<file path="config.mk">
export PLATFORM = sky130hd
export DESIGN_NAME = sclRateGen
export DESIGN_NICKNAME = d
export VERILOG_FILES = /design/src/rtl/sclRatePkg.sv /design/src/rtl/sclRateCtl.sv /design/src/rtl/sclRateDp.sv /design/src/rtl/sclRateGen.sv
export SDC_FILE = /design/constraint.sdc
export NUM_CORES = 1
export LEC_CHECK = 0
export BUFFER_PORTS_ARGS = -buffer_cell sky130_fd_sc_hd__buf_2
export CAP_MARGIN = 20
export CORE_ASPECT_RATIO = 0.8
export CORE_MARGIN = 8
export CORE_UTILIZATION = 48
export CTS_BUF_LIST = sky130_fd_sc_hd__clkbuf_16
export DETAILED_ROUTE_END_ITERATION = 10
export PLACE_DENSITY = 0.71
export SYNTH_ARGS = -nofsm -noshare
export SYNTH_HDL_FRONTEND = slang
export SYNTH_SLANG_ARGS = --single-unit
</file>
<file path="constraint.sdc">
create_clock -name clk -period 6.5 [get_ports clk]
set_input_delay 0.975 -clock clk [delete_from_list [all_inputs] [get_ports clk]]
set_output_delay 0.975 -clock clk [all_outputs]
set_load 0.01 [all_outputs]
</file>
<file path="src/rtl/sclRatePkg.sv">
package sclRatePkg;

  localparam int unsigned SEL_W      = 3;
  localparam int unsigned NUM_FIXED  = 7;
  localparam int unsigned TIMER_CODE = 7;

  // Oscillator cycles per serial clock period for each fixed code.
  function automatic int unsigned divFor(input logic [SEL_W-1:0] code);
    case (code)
      3'd0:    return 20;
      3'd1:    return 40;
      3'd2:    return 68;
      3'd3:    return 88;
      3'd4:    return 160;
      3'd5:    return 272;
      3'd6:    return 352;
      default: return 0;
    endcase
  endfunction

  function automatic int unsigned maxHalf();
    int unsigned m;
    m = 1;
    for (int i = 0; i < int'(NUM_FIXED); i++) begin
      if (divFor(SEL_W'(i)) / 2 > m) m = divFor(SEL_W'(i)) / 2;
    end
    return m;
  endfunction

  localparam int unsigned MAX_HALF = maxHalf();
  localparam int unsigned CNT_W    = (MAX_HALF > 1) ? $clog2(MAX_HALF) : 1;

  // Strobes from control to datapath.
  typedef struct packed {
    logic clear;     // idle: counter to zero, SCL high, adopt rate code
    logic advance;   // count one oscillator cycle of the current phase
    logic toggle;    // flip the SCL level this cycle
    logic latchSel;  // adopt the presented rate code
  } sclCtl_t;

endpackage

</file>
<file path="src/rtl/sclRateCtl.sv">
module sclRateCtl
  import sclRatePkg::*;
(
  input  logic    rst,
  input  logic    masterEn,
  input  logic    tmrTick,
  input  logic    isTimer,
  input  logic    cntDone,
  input  logic    sclLevel,
  output sclCtl_t ctl
);

  logic idle;
  logic flip;

  always_comb begin
    idle = rst || !masterEn;
    if (idle)         flip = 1'b0;
    else if (isTimer) flip = tmrTick;
    else              flip = cntDone;

    ctl.clear    = idle;
    ctl.toggle   = flip;
    ctl.advance  = !idle && !isTimer && !cntDone;
    // A flip while high is a falling transition: the only point of rate change.
    ctl.latchSel = idle || (flip && sclLevel);
  end

endmodule

</file>
<file path="src/rtl/sclRateDp.sv">
module sclRateDp
  import sclRatePkg::*;
(
  input  logic             clk,
  input  logic             rst,
  input  sclCtl_t          ctl,
  input  logic [SEL_W-1:0] rateSel,
  output logic             isTimer,
  output logic             cntDone,
  output logic             sclOut,
  output logic             sclRise,
  output logic             sclFall
);

  logic [SEL_W-1:0] activeSel;
  logic [CNT_W-1:0] cnt;
  logic [CNT_W-1:0] halfTerm;

  always_comb begin
    isTimer  = (activeSel == SEL_W'(TIMER_CODE));
    halfTerm = isTimer ? '0 : CNT_W'(divFor(activeSel) / 2 - 1);
    cntDone  = (cnt == halfTerm);
  end

  always_ff @(posedge clk) begin
    if (ctl.latchSel) activeSel <= rateSel;
    if (ctl.clear) begin
      cnt     <= '0;
      sclOut  <= 1'b1;
      sclRise <= 1'b0;
      sclFall <= 1'b0;
    end else begin
      sclRise <= ctl.toggle && !sclOut;
      sclFall <= ctl.toggle && sclOut;
      if (ctl.toggle) begin
        cnt    <= '0;
        sclOut <= !sclOut;
      end else if (ctl.advance) begin
        cnt <= cnt + 1'b1;
      end
    end
  end

  AST_IDLE_HIGH: assert property (@(posedge clk) disable iff (rst)
    ctl.clear |=> (sclOut && !sclRise && !sclFall));

  AST_RISE_AT_CHANGE: assert property (@(posedge clk) disable iff (rst)
    sclRise |-> (sclOut && !$past(sclOut)));

  AST_FALL_AT_CHANGE: assert property (@(posedge clk) disable iff (rst)
    sclFall |-> (!sclOut && $past(sclOut)));

  AST_CHANGE_HAS_STROBE: assert property (@(posedge clk) disable iff (rst)
    ((sclOut != $past(sclOut)) && !$past(ctl.clear)) |-> (sclRise || sclFall));

  AST_STROBE_EXCLUSIVE: assert property (@(posedge clk) disable iff (rst)
    !(sclRise && sclFall));

  AST_CNT_IN_PHASE: assert property (@(posedge clk) disable iff (rst)
    cnt <= halfTerm);

  AST_TIMER_NO_COUNT: assert property (@(posedge clk) disable iff (rst)
    isTimer |-> (cnt == '0));

  AST_SEL_AT_FALL: assert property (@(posedge clk) disable iff (rst)
    (activeSel != $past(activeSel)) |-> ($past(ctl.clear) || sclFall));

endmodule

</file>
<file path="src/rtl/sclRateGen.sv">
module sclRateGen
  import sclRatePkg::*;
(
  input  logic             clk,
  input  logic             rst,
  input  logic [SEL_W-1:0] rateSel,
  input  logic             masterEn,
  input  logic             tmrTick,
  output logic             sclOut,
  output logic             sclRise,
  output logic             sclFall
);

  sclCtl_t ctl;
  logic    isTimer;
  logic    cntDone;

  sclRateCtl u_ctl (
    .rst      (rst),
    .masterEn (masterEn),
    .tmrTick  (tmrTick),
    .isTimer  (isTimer),
    .cntDone  (cntDone),
    .sclLevel (sclOut),
    .ctl      (ctl)
  );

  sclRateDp u_dp (
    .clk     (clk),
    .rst     (rst),
    .ctl     (ctl),
    .rateSel (rateSel),
    .isTimer (isTimer),
    .cntDone (cntDone),
    .sclOut  (sclOut),
    .sclRise (sclRise),
    .sclFall (sclFall)
  );

endmodule

</file>
Word-level counts from Yosys, hierarchy flattened
Index checks and enable logic that the tools add are counted.
- input bits: 7
- bits in writable memories: 0
- latch bits: 0
- bits in registers: 14
- memories kept: 0
- bits in read-only memories: 0
- order comparisons: 0
- shifts and indexed selects: 0
- add/subtract/negate cells: 2
- multipliers: 0
- div/mod/pow operators: 0
- mux-type cells: 4
- reduce and logical (&&, ||, !) cells: 13
- bitwise operators: 0
- equal/unequal tests: 8
- operator list (kind ; count):
    $pmux 9 s7 ; 1
    $eq 3x3->1 const B ; 4
    $add 8x1->8 const B ; 1
    $eq 8x8->1 ; 1
    $mux 8 ; 1
    $sub 8x1->8 const B ; 1
    $eq 3x2->1 const B ; 2
    $logic_not 1->1 ; 5
    $logic_and 1x1->1 ; 4
    $eq 3x1->1 const B ; 1
    $logic_not 3->1 ; 1
    $logic_or 1x1->1 ; 2
    $mux 1 ; 2
    $reduce_or 2->1 ; 1

Longest topological paths before layout
- depth after elaboration: 9
- mapped depth: 11
- depth with buffers taken out: 10

Cells and area by module
A second synthesis with hierarchy kept.
- cells, all modules: 100
- area, all modules: 867.1 sq um
- by module, submodules not included (module ; sequential area each (sq um) ; area each (sq um) ; instances ; cells each):
    sclRateDp ; 310.3 ; 808.3 ; 1 ; 92
    sclRateCtl ; 0.0 ; 58.8 ; 1 ; 8

Worst setup path after synthesis
OpenSTA, ideal clock, no wires.
- path type: flip-flop to flip-flop
- start: register u_dp.activeSel[2]
- end: register u_dp.activeSel[0], enable pin
- clock period less this slack: 2.525 ns
- arrival: 2.180 ns
- required time: 6.156 ns
- stages on the path, launching flop included: 11
- path slack: 3.975 ns
- cell sequence: edfxtp_1 clkbuf_1 nor2_1 inv_1 ha_1 xnor3_1 nor3_1 a311oi_2 nor3_2 a32oi_2 o21ai_0
- RTL lines (element ; line ; RTL):
    start, declared ; sclRateDp.sv:15 ; logic [SEL_W-1:0] activeSel;
    start signal, assigned ; sclRateDp.sv:26 ; if (ctl.latchSel) activeSel <= rateSel;

==> impl_metrics.ini <==
[timing]
fmax_ghz = 0.348
hold_viol = 0
maxSlewViolCount = 0
setup_tns_ns = 0
min_period_ns = 2.87
min_period_over_period_pct = 44.2
rsz0062_at_grt = no
worst-slew-pin-transition_ns = 0.499
fin_hold_ws_ns = 0.451
setup_violations = 0
skew_ns = 0.00224
slew_headroom_pct = 66.6

[finish]
drive_gt1_share_pct = 15.8
diodes = 0
final_nets = 124
instances_no_fill = 138
syn_to_final_growth_pct = 13.5

[min_path]
min_from = u_dp.sclOut
hold_class = flip-flop to flip-flop

[synthesis]
synth-main-ff-cell = dfxtp_1
syn_inst = 108
ys_warn_count = 0
syn_area_sq_um = 891
synth_edf_count = 3
async_flop_share_pct = 0
synth_cell_types = 38
ys_seq_area_share_pct = 34.8
synth_nets = 117
postSynthAreaPerCell_sq_um = 8.25
synth-seq-cells = 14

[critical_path]
r2r-start = u_dp.activeSel[0]
path_cells = nor2_1 > inv_1 > ha_1 > xnor3_1 > nor3_1 > a311oi_2 > nor3_2 > a32oi_2 > o21ai_0
cp_top_family = simple AND/OR/NAND/NOR gates
crit_path_start_kind = flip-flop
cp_slowest_cell = edfxtp_1
path_buf_inv = 1
crit_required_ns = 6.40
critPathMaxStageDelay_ns = 0.56
cp_data_arrival_time_ns = 2.77
criticalPathCategory = flip-flop to flip-flop
endpoint_kind = flip-flop
path_max_fanout = 13
setup.worst_path.start = u_dp.activeSel[0]

[clock_network]
cts.path.max_buffers = 2
postCtsSetupBuffers = 0
clk_pin_slew_ns = 0.05
cts-buffers-inserted = 3
clk_latency_ns = 0.24
htree_num_levels = 1
cts-resized-gates = 0
cts_tree = built
cts.sinks = 14
hold_buffers = 0
cts_root_buffer = clkbuf_16

[route]
drt_iter0_drc = 54
ant_nets = 0
first_pass_iters = 4
wl_um = 1940
vias = 795
drc = 0
viasPerCell = 5.76
routedWlPerCell_um = 14.0

[global_routing]
grt_pass1_vias = 720
grt_usage_pct = 11.9
antenna_found_initial = 0
grt_pass1_wl_um = 3210
grt-ovfl-total = 0
grt_max_degree = 14

[power]
finalPower_uw = 243
pwr_density_cell_nw_per_um2 = 241
peakVddDrop_v = 0.000230
p_leak_uw = 0.000387

[die]
die-area_sq_um = 3500
die_h_um = 54.5
pin_count = 10
initial_core_util_pct = 48.9
num_rows = 14
die_x_um = 64.2
core-area_sq_um = 1820

[placed_design]
place_inst = 134
place.gp.congestion = 0.776
portBuffers = 9
dp_hpwl_um = 1400

[job]
cap_violations = 0

[status]
status = finished clean
power breakdown:
group	switching (uW)	total [uW]	internal [uW]
sequential	5.22	96.9	91.6
combinational	16.4	28.9	12.6
clock	36.2	118	81.4
layout by cell type, fill, tap and decap left out, drive strengths merged, types with 3 or more instances in the layout:
cell type  netlist  routed
o21ai            5       5
a31oi            6       6
buf              3       9
nand2b           3       3
nand3            8       8
dfxtp           11      11
nand2           12      12
nor3             7       7
clkbuf           4       3
nor2            11      11
inv              3       3
xor2             4       4
a21oi            7       7
edfxtp           3       3
worst paths after layout:
kind | endpoint | slack, ns | depth (start not counted)
worst max-delay path | u_dp.activeSel[2] | 3.63 | 9
worst min-delay path | u_dp.sclRise | 0.45 | 1
worst max register to register | u_dp.activeSel[2] | 3.63 | 9
worst min register to register | u_dp.sclRise | 0.45 | 1
registers in the layout, indices dropped and copies added, names as in the netlist:
register,flops
u_dp.sclFall,1
u_dp.cnt,8
u_dp.sclRise,1
u_dp.sclOut,1
u_dp.activeSel,3
area by class of cell:
cell class | instances | area [sq um]
Multi-Input combinational cell | 84 | 536
Sequential cell | 14 | 310
Fill cell | 164 | 811
Clock buffer | 3 | 75.1
Clock inverter | 1 | 3.75
Tap cell | 24 | 30.0
Timing Repair Buffer | 9 | 45.0
Inverter | 3 | 11.3
kinds of logic (layout without fill, tap and decap cells):
kind of cell               after synthesis  in the layout  share of synthesized area, %
AOI/OAI and AO/OA                       26             26                          21.3
buffers and inverters                   10             16                          5.06
xor gates and xnor gates                 6              6                          7.44
muxes                                    1              1                          1.12
and+or+nand+nor                         49             49                          27.4
adders and majority gates                2              2                          2.81
DFF                                     14             14                          34.8
cell usage after synthesis (2+ instances only):
master / number / area share (%)
ha_1: 2 / 2.8
nand2b_1: 3 / 2.1
nand2_1: 12 / 5.1
a31oi_1: 5 / 3.5
dfxtp_1: 11 / 25
xor2_1: 4 / 3.9
o21ai_0: 4 / 2.2
nor3_1: 6 / 3.4
nand3b_1: 2 / 1.7
inv_1: 3 / 1.3
nand3_1: 8 / 4.5
a21oi_1: 7 / 3.9
nor2_1: 11 / 4.6
edfxtp_1: 3 / 10
buf_2: 2 / 1.1
clkbuf_1: 3 / 1.3
per-stage QoR:
stage | cell area [sq um] | util, % | setup WS, ns
5_1_grt | 1010 | 55.5 | 3.42
3_3_place_gp | 932 | 51.2 | 3.82
4_1_cts | 1010 | 55.5 | 3.64
2_1_floorplan | 891 | - | 3.98
6_report | 1010 | 55.5 | 3.63
3_5_place_dp | 932 | 51.2 | 3.65
layer usage:
layer / wire length (um) / track usage [%] / vias to the layer above
met3: 85 / 3.68 / 4
met5: 0 / 0 / -
met4: 29 / 6.50 / 0
met1: 915 / 13.2 / 371
met2: 908 / 20.6 / 20
li1: - / - / 400
Note: power is estimated with default switching activity, not from simulation.
